===== config.mk =====
export PLATFORM = sky130hd
export DESIGN_NAME = sense_irq_ctrl
export DESIGN_NICKNAME = d
export VERILOG_FILES = /design/src/rtl/sense_pkg.sv /design/src/rtl/sense_sync.sv /design/src/rtl/sense_cell.sv /design/src/rtl/sense_regs.sv /design/src/rtl/sense_irq_ctrl.sv
export SDC_FILE = /design/constraint.sdc
export NUM_CORES = 1
export LEC_CHECK = 0
export ABC_AREA = 1
export BUFFER_PORTS_ARGS = -buffer_cell sky130_fd_sc_hd__buf_2
export CAP_MARGIN = 10
export CORE_MARGIN = 5
export CORE_UTILIZATION = 55
export DETAILED_ROUTE_END_ITERATION = 10
export HOLD_SLACK_MARGIN = 0.15
export PLACE_DENSITY = 0.83
export SETUP_SLACK_MARGIN = 0.15
export SLEW_MARGIN = 25
export SYNTH_ARGS = -nofsm -noshare
export SYNTH_HDL_FRONTEND = slang
export SYNTH_SLANG_ARGS = --single-unit

===== constraint.sdc =====
create_clock -name clk -period 1.8 [get_ports clk]
set_clock_uncertainty 0.2 [all_clocks]
set_input_delay 0.36 -clock clk [delete_from_list [all_inputs] [get_ports clk]]
set_output_delay 0.36 -clock clk [all_outputs]
set_load 0.01 [all_outputs]

===== src/rtl/sense_pkg.sv =====
package sense_pkg;

    localparam int unsigned FIELD_W   = 4;
    localparam int unsigned CODE_W    = 3;
    localparam int unsigned PER_REG   = 8;
    localparam int unsigned ADDR_W    = 6;
    localparam int unsigned DW        = 32;

    localparam logic [ADDR_W-1:0] A_EN_SET = 6'h00;
    localparam logic [ADDR_W-1:0] A_EN_CLR = 6'h04;
    localparam logic [ADDR_W-1:0] A_ACCEPT = 6'h08;
    localparam logic [ADDR_W-1:0] A_PEND   = 6'h0C;
    localparam logic [ADDR_W-1:0] A_MSTAT  = 6'h10;
    localparam logic [ADDR_W-1:0] A_MODE0  = 6'h20;

    localparam logic [CODE_W-1:0] MD_RISE = 3'd0;
    localparam logic [CODE_W-1:0] MD_FALL = 3'd1;
    localparam logic [CODE_W-1:0] MD_HIGH = 3'd2;
    localparam logic [CODE_W-1:0] MD_LOW  = 3'd3;
    localparam logic [CODE_W-1:0] MD_BOTH = 3'd4;

    typedef enum logic [1:0] {
        CS_OFF   = 2'd0,
        CS_WATCH = 2'd1,
        CS_EDGE  = 2'd2,
        CS_LEVEL = 2'd3
    } cell_state_e;

    function automatic logic [ADDR_W-1:0] mode_addr(input int unsigned k);
        return ADDR_W'(32'(A_MODE0) + 4 * k);
    endfunction

endpackage


===== src/rtl/sense_sync.sv =====
module sense_sync #(
    parameter int unsigned W = 32
) (
    input  logic         clk,
    input  logic         rst_n,
    input  logic [W-1:0] din,
    output logic [W-1:0] cur,
    output logic [W-1:0] prv
);

    logic [W-1:0] meta_q;
    logic [W-1:0] cur_q;
    logic [W-1:0] prv_q;

    always_ff @(posedge clk or negedge rst_n) begin
        if (!rst_n) begin
            meta_q <= '0;
            cur_q  <= '0;
            prv_q  <= '0;
        end else begin
            meta_q <= din;
            cur_q  <= meta_q;
            prv_q  <= cur_q;
        end
    end

    assign cur = cur_q;
    assign prv = prv_q;

endmodule


===== src/rtl/sense_cell.sv =====
module sense_cell
    import sense_pkg::*;
(
    input  logic              clk,
    input  logic              rst_n,
    input  logic              accept,
    input  logic [CODE_W-1:0] code,
    input  logic              cur,
    input  logic              prv,
    input  logic              clr,
    output logic              pend
);

    cell_state_e state_q;
    cell_state_e state_d;

    logic rise;
    logic fall;
    logic edge_mode;
    logic edge_hit;
    logic level_on;

    always_comb begin
        rise      = cur & ~prv;
        fall      = ~cur & prv;
        edge_mode = (code == MD_RISE) || (code == MD_FALL) || (code == MD_BOTH);
        edge_hit  = ((code == MD_RISE) && rise) ||
                    ((code == MD_FALL) && fall) ||
                    ((code == MD_BOTH) && (rise || fall));
        level_on  = ((code == MD_HIGH) && cur) ||
                    ((code == MD_LOW)  && !cur);
    end

    // next-state logic
    always_comb begin
        state_d = state_q;
        unique case (state_q)
            CS_OFF, CS_WATCH: begin
                if (edge_hit)
                    state_d = CS_EDGE;
                else if (level_on && !clr)
                    state_d = CS_LEVEL;
                else
                    state_d = CS_WATCH;
            end
            CS_EDGE: begin
                if (edge_hit)
                    state_d = CS_EDGE;
                else if (edge_mode && !clr)
                    state_d = CS_EDGE;
                else if (level_on && !clr)
                    state_d = CS_LEVEL;
                else
                    state_d = CS_WATCH;
            end
            CS_LEVEL: begin
                if (edge_hit)
                    state_d = CS_EDGE;
                else if (level_on && !clr)
                    state_d = CS_LEVEL;
                else
                    state_d = CS_WATCH;
            end
            default: state_d = CS_OFF;
        endcase
        if (!accept)
            state_d = CS_OFF;
    end

    // state register
    always_ff @(posedge clk or negedge rst_n) begin
        if (!rst_n)
            state_q <= CS_OFF;
        else
            state_q <= state_d;
    end

    // outputs
    always_comb begin
        unique case (state_q)
            CS_EDGE, CS_LEVEL: pend = 1'b1;
            default:           pend = 1'b0;
        endcase
    end

endmodule


===== src/rtl/sense_regs.sv =====
module sense_regs
    import sense_pkg::*;
#(
    parameter int unsigned NPINS = 32
) (
    input  logic                      clk,
    input  logic                      rst_n,
    input  logic                      wr_en,
    input  logic [ADDR_W-1:0]         wr_addr,
    input  logic [DW-1:0]             wr_data,
    input  logic [ADDR_W-1:0]         rd_addr,
    output logic [DW-1:0]             rd_data,
    input  logic [NPINS-1:0]          pend_i,
    output logic [NPINS-1:0]          enable_o,
    output logic [NPINS-1:0]          accept_o,
    output logic [NPINS*CODE_W-1:0]   codes_o,
    output logic [NPINS-1:0]          clr_o
);

    localparam int unsigned NMODE = (NPINS + PER_REG - 1) / PER_REG;

    logic [NPINS-1:0] enable_q;
    logic [NPINS-1:0] accept_q;
    logic [DW-1:0]    mode_q [NMODE];
    logic [NPINS-1:0] wbits;

    assign wbits = wr_data[NPINS-1:0];

    always_ff @(posedge clk or negedge rst_n) begin
        if (!rst_n) begin
            enable_q <= '0;
            accept_q <= '0;
            for (int k = 0; k < NMODE; k++)
                mode_q[k] <= '0;
        end else if (wr_en) begin
            if (wr_addr == A_EN_SET)
                enable_q <= enable_q | wbits;
            if (wr_addr == A_EN_CLR)
                enable_q <= enable_q & ~wbits;
            if (wr_addr == A_ACCEPT)
                accept_q <= wbits;
            for (int k = 0; k < NMODE; k++)
                if (wr_addr == mode_addr(k))
                    mode_q[k] <= wr_data;
        end
    end

    assign clr_o = (wr_en && (wr_addr == A_PEND)) ? wbits : '0;

    always_comb begin
        rd_data = '0;
        case (rd_addr)
            A_EN_SET, A_EN_CLR: rd_data = DW'(enable_q);
            A_ACCEPT:           rd_data = DW'(accept_q);
            A_PEND:             rd_data = DW'(pend_i);
            A_MSTAT:            rd_data = DW'(pend_i & enable_q);
            default:            rd_data = '0;
        endcase
        for (int k = 0; k < NMODE; k++)
            if (rd_addr == mode_addr(k))
                rd_data = mode_q[k];
    end

    for (genvar i = 0; i < NPINS; i++) begin : g_code
        assign codes_o[i*CODE_W +: CODE_W] =
            mode_q[i / PER_REG][(i % PER_REG) * FIELD_W +: CODE_W];
    end

    assign enable_o = enable_q;
    assign accept_o = accept_q;

endmodule


===== src/rtl/sense_irq_ctrl.sv =====
module sense_irq_ctrl
    import sense_pkg::*;
#(
    parameter int unsigned NPINS = 32
) (
    input  logic              clk,
    input  logic              rst_n,
    input  logic [NPINS-1:0]  pin_i,
    input  logic              wr_en,
    input  logic [ADDR_W-1:0] wr_addr,
    input  logic [DW-1:0]     wr_data,
    input  logic [ADDR_W-1:0] rd_addr,
    output logic [DW-1:0]     rd_data,
    output logic              irq_lo,
    output logic              irq_hi
);

    localparam int unsigned HALF = NPINS / 2;

    logic [NPINS-1:0]        cur_w;
    logic [NPINS-1:0]        prv_w;
    logic [NPINS-1:0]        pend_w;
    logic [NPINS-1:0]        enable_w;
    logic [NPINS-1:0]        accept_w;
    logic [NPINS-1:0]        clr_w;
    logic [NPINS*CODE_W-1:0] codes_w;
    logic [NPINS-1:0]        live_w;

    sense_sync #(.W(NPINS)) u_sync (
        .clk   (clk),
        .rst_n (rst_n),
        .din   (pin_i),
        .cur   (cur_w),
        .prv   (prv_w)
    );

    sense_regs #(.NPINS(NPINS)) u_regs (
        .clk      (clk),
        .rst_n    (rst_n),
        .wr_en    (wr_en),
        .wr_addr  (wr_addr),
        .wr_data  (wr_data),
        .rd_addr  (rd_addr),
        .rd_data  (rd_data),
        .pend_i   (pend_w),
        .enable_o (enable_w),
        .accept_o (accept_w),
        .codes_o  (codes_w),
        .clr_o    (clr_w)
    );

    for (genvar i = 0; i < NPINS; i++) begin : g_cell
        sense_cell u_cell (
            .clk    (clk),
            .rst_n  (rst_n),
            .accept (accept_w[i]),
            .code   (codes_w[i*CODE_W +: CODE_W]),
            .cur    (cur_w[i]),
            .prv    (prv_w[i]),
            .clr    (clr_w[i]),
            .pend   (pend_w[i])
        );
    end

    assign live_w = pend_w & enable_w;
    assign irq_lo = |live_w[HALF-1:0];
    assign irq_hi = |live_w[NPINS-1:HALF];

endmodule


==> metrics.md <==
| Metric | Value |
|---|---|
| Critical path startpoint category | `primary input` |
| Drt wl/cell | `21.1 µm` |
| Synthesized net count | `2282` |
| Syn Inst Count | `between 2000 and 2500` |
| Fmax | `approximately 0.41 GHz` |
| Max-slew violation count | `0` |
| CTS tree | `yes` |
| Layout cell share with drive strength beyond 1 | `20.9%` |
| XOR/XNOR share of the synthesized area | `0%` |
| Outcome | `complete, but fails checks` |
| Pre-antenna DRT Iters | `9` |
| Post-synthesis compound-gate area fraction | `10.6%` |
| Max clock buf depth | `3` |
| Crit end category | `output pin` |
| Syn Area/Cell | `just over 8 µm²` |
| DRC | `0` |
| Leak | `11.5 nW` |
| GR Overflow Total | `0` |
| GRT Total Usage | `32.9%` |
| Post-synthesis mux area share | `0%` |
| Crit path required time | `1.24 ns` |
| Port Buffers | `about 110` |
| Max_cap viols | `0` |
| Period utilization | `136%` |
| Setup violators final | `34` |
| GP Congestion | `0.943` |
| CP max FO | `15` |
| RSZ-0062 raised after global routing | `true` |
| Final net count | `about 2600` |
| Synth Area in Adders | `4.60%` |
| Worst min path class | `primary input to async pin` |
| Core area | `approximately 0.031 mm²` |
| Clock sinks | `352` |
| Chip height | `188 µm` |
| Failing checks | `setup timing` |
| Hold Vio Cnt, Final | `0` |
| # IOs | `113` |
| Rows | `65` |
| Largest net degree at the start of global routing | `68` |
| ANT cells | `0` |
| Synth cell types | `33` |
| Mapped Area | `approximately 0.017 mm²` |
| Clock slew at reported path FFs | `0.06 ns` |
| Min Clock Period, post-route | `~2.4 ns` |
| CTS root buffer | `clkbuf_16` |
| Final Cell Area | `roughly 0.023 mm²` |
| Synth Area in Simple Gates | `between 20% and 30%` |
| Final worst slack | `-0.647 ns` |
| Slew @ Worst Pin | `0.435 ns` |
| Initial antenna violation count | `0` |
| R2r worst-path depth | `6` |
| Routed wire length | `about 60000 µm` |
| Initial DRC Count | `2501` |
| H-tree Lvls | `2` |
| Die extent in x | `188 µm` |
| Die area | `roughly 0.035 mm²` |
| DP Wirelength | `37300 µm` |
| Maximum VDD drop | `853 µV` |
| Starting Density | `55.5%` |
| Layout Area Growth over Synthesis | `30.3%` |
| Sequential-to-total area share from yosys stat | `50.5%` |
| WS Path Type | `primary input to output pin` |
| Post-CTS Hold Buffers | `67` |
| Syn. warnings | `0` |
| Synth Register Bits | `352` |
| Main combinational cell family by area after synthesis | `simple AND/OR/NAND/NOR gates` |
| Later-pin clock latency in the skew report | `0.54 ns` |
| CTS buffer count | `38` |
| DP Area | `around 0.019 mm²` |
| Max-slew headroom | `71.0%` |
| Vias per inst | `6.12` |
| Vias in the first global route | `17800` |
| Antenna Nets Post-Route | `0` |
| Total number of vias | `17500` |
| First-pass GRT wire length | `93400 µm` |
| Crit path DAT | `~1.9 ns` |
| Total power | `around 0.022 W` |
| Cell Pwr Density | `969 mW/mm²` |
-- synth_stat cells --
master    count  area, µm²
nand3_1      63        315
nand2_4       2       22.5
o211ai_1     35        263
nor2_8        1       20.0
o21ai_0     141        706
nand4_1     144        901
clkbuf_1     27        101
buf_6         2       22.5
inv_1       253        950
buf_12        1       20.0
a21oi_2       8       70.1
nor4_1        4       25.0
a21oi_1     117        586
buf_4         8       60.1
nand2_2       5       31.3
buf_2        37        185
nand4_2       1       12.5
a211oi_1      4       30.0
ha_1         64        801
nand3_2       8       80.1
nor2_2        4       25.0
nor2_1      127        477
o21ai_1      38        190
nand3b_1     13       97.6
nor3b_2       1       12.5
buf_1         5       18.8
inv_2         7       26.3
nand2_1     656       2460
dfrtp_1     352       8810
clkbuf_2      4       20.0
nor3_2        2       20.0
nor3_4        2       32.5
nor2_4        3       33.8
-- logic make-up after synthesis --
| group | after synthesis |
|---|---|
| flip-flops | 352 |
| buffers and inverters | 344 |
| AO/OA/AOI/OAI | 343 |
| AND/OR/NAND/NOR | 1036 |
| adder cells (fa/ha/maj) | 64 |
-- power by group --
part	leakage, nW	internal (W)	switching, W
Combinational	6.33	0.00144	0.00207
Clock	0.679	0.00530	0.00330
Sequential	4.47	0.00884	0.00105
-- registers in the layout, indices dropped and copies added, names as in the netlist, named ones only --
signal                 flops
u_sync.cur                32
u_regs.mode_q             32
u_regs.codes_o            96
u_sync.prv                32
g_cell.u_cell.state_q     64
u_sync.meta_q             32
u_regs.accept_o           32
-- final timing paths --
check | from | to | slack (ns)
max reg2reg | u_sync.cur[17] | g_cell[17].u_cell.state_q[0] | 0.14
max in group asynchronous | rst_n | g_cell[29].u_cell.state_q[0] | 0.65
min reg2reg | u_sync.meta_q[29] | u_sync.cur[29] | 0.15
max | rd_addr[1] | rd_data[17] | -0.65
min in group clk | u_sync.meta_q[29] | u_sync.cur[29] | 0.15
min | rst_n | u_sync.cur[31] | 0.09
-- layout make-up --
| class | count | area (µm²) |
|---|---|---|
| Sequential cell | 352 | 8810 |
| Fill cell | 2078 | 8690 |
| Multi-Input combinational cell | 1443 | 7820 |
| Timing Repair Buffer | 337 | 3210 |
| Clock buffer | 53 | 1140 |
| Inverter | 260 | 981 |
| Tap cell | 402 | 503 |
| Clock inverter | 15 | 235 |
-- metrics by stage --
step / std cells / utilization [%] / setup slack, ns / setup TNS [ns] / hold WS, ns
floorplan: 2139 / - / 0.0180 / 0 / -0.136
finish: 2862 / 72.3 / -0.647 / -17.78 / 0.0934
CTS: 2856 / 71.1 / -0.569 / -16.06 / 0.0872
detailed placement: 2692 / 62.1 / -0.448 / -13.79 / 0.0510
global placement: 2692 / 62.1 / -0.432 / -11.13 / 0.0501
global route: 2862 / 72.3 / -0.676 / -20.22 / 0.117
-- cells in the final DEF (no fill, tap or decap), types with 8 or more instances in the layout --
cell,n
nand3b_1,13
o21ai_0,141
a21oi_1,117
dlygate4sd3_1,67
o211ai_1,35
nor2_1,102
inv_2,18
buf_12,38
nand3_2,13
nand4_1,144
buf_16,8
nand2_1,569
o21ai_1,38
nor2_4,13
nor2_2,19
nand3_1,55
buf_4,84
nand2_2,65
ha_1,64
clkbuf_16,41
buf_2,107
buf_6,28
dfrtp_1,351
a21oi_2,8
nand2_4,28
inv_1,240
-- metal layers --
metal | vias up | GRT usage [%] | part of all wire (%)
li1 | 7575 | - | -
met1 | 8182 | 41.1 | 35
met2 | 1329 | 52.9 | 45
met3 | 442 | 7.56 | 12
met4 | 0 | 18.7 | 8.1
met5 | - | 0 | 0
-- repair_timing --
action,4_1_cts,5_1_grt
cloned,8,0
endpoints found under the setup margin,34,34
hold endpoints to repair,640,23
buffers inserted,21,6
resized for setup,116,103
pin swaps,85,67
-- worst max-delay path, cell delays in order --
cell and delay (ns):
buf_6 0.09, nor2_4 0.13, buf_4 0.14, buf_4 0.26
buf_12 0.18, nand4_1 0.24, nand2_4 0.18, nor2_4 0.05
nand4_1 0.09, buf_2 0.14
No activity file was read; power rests on OpenSTA's default activity.
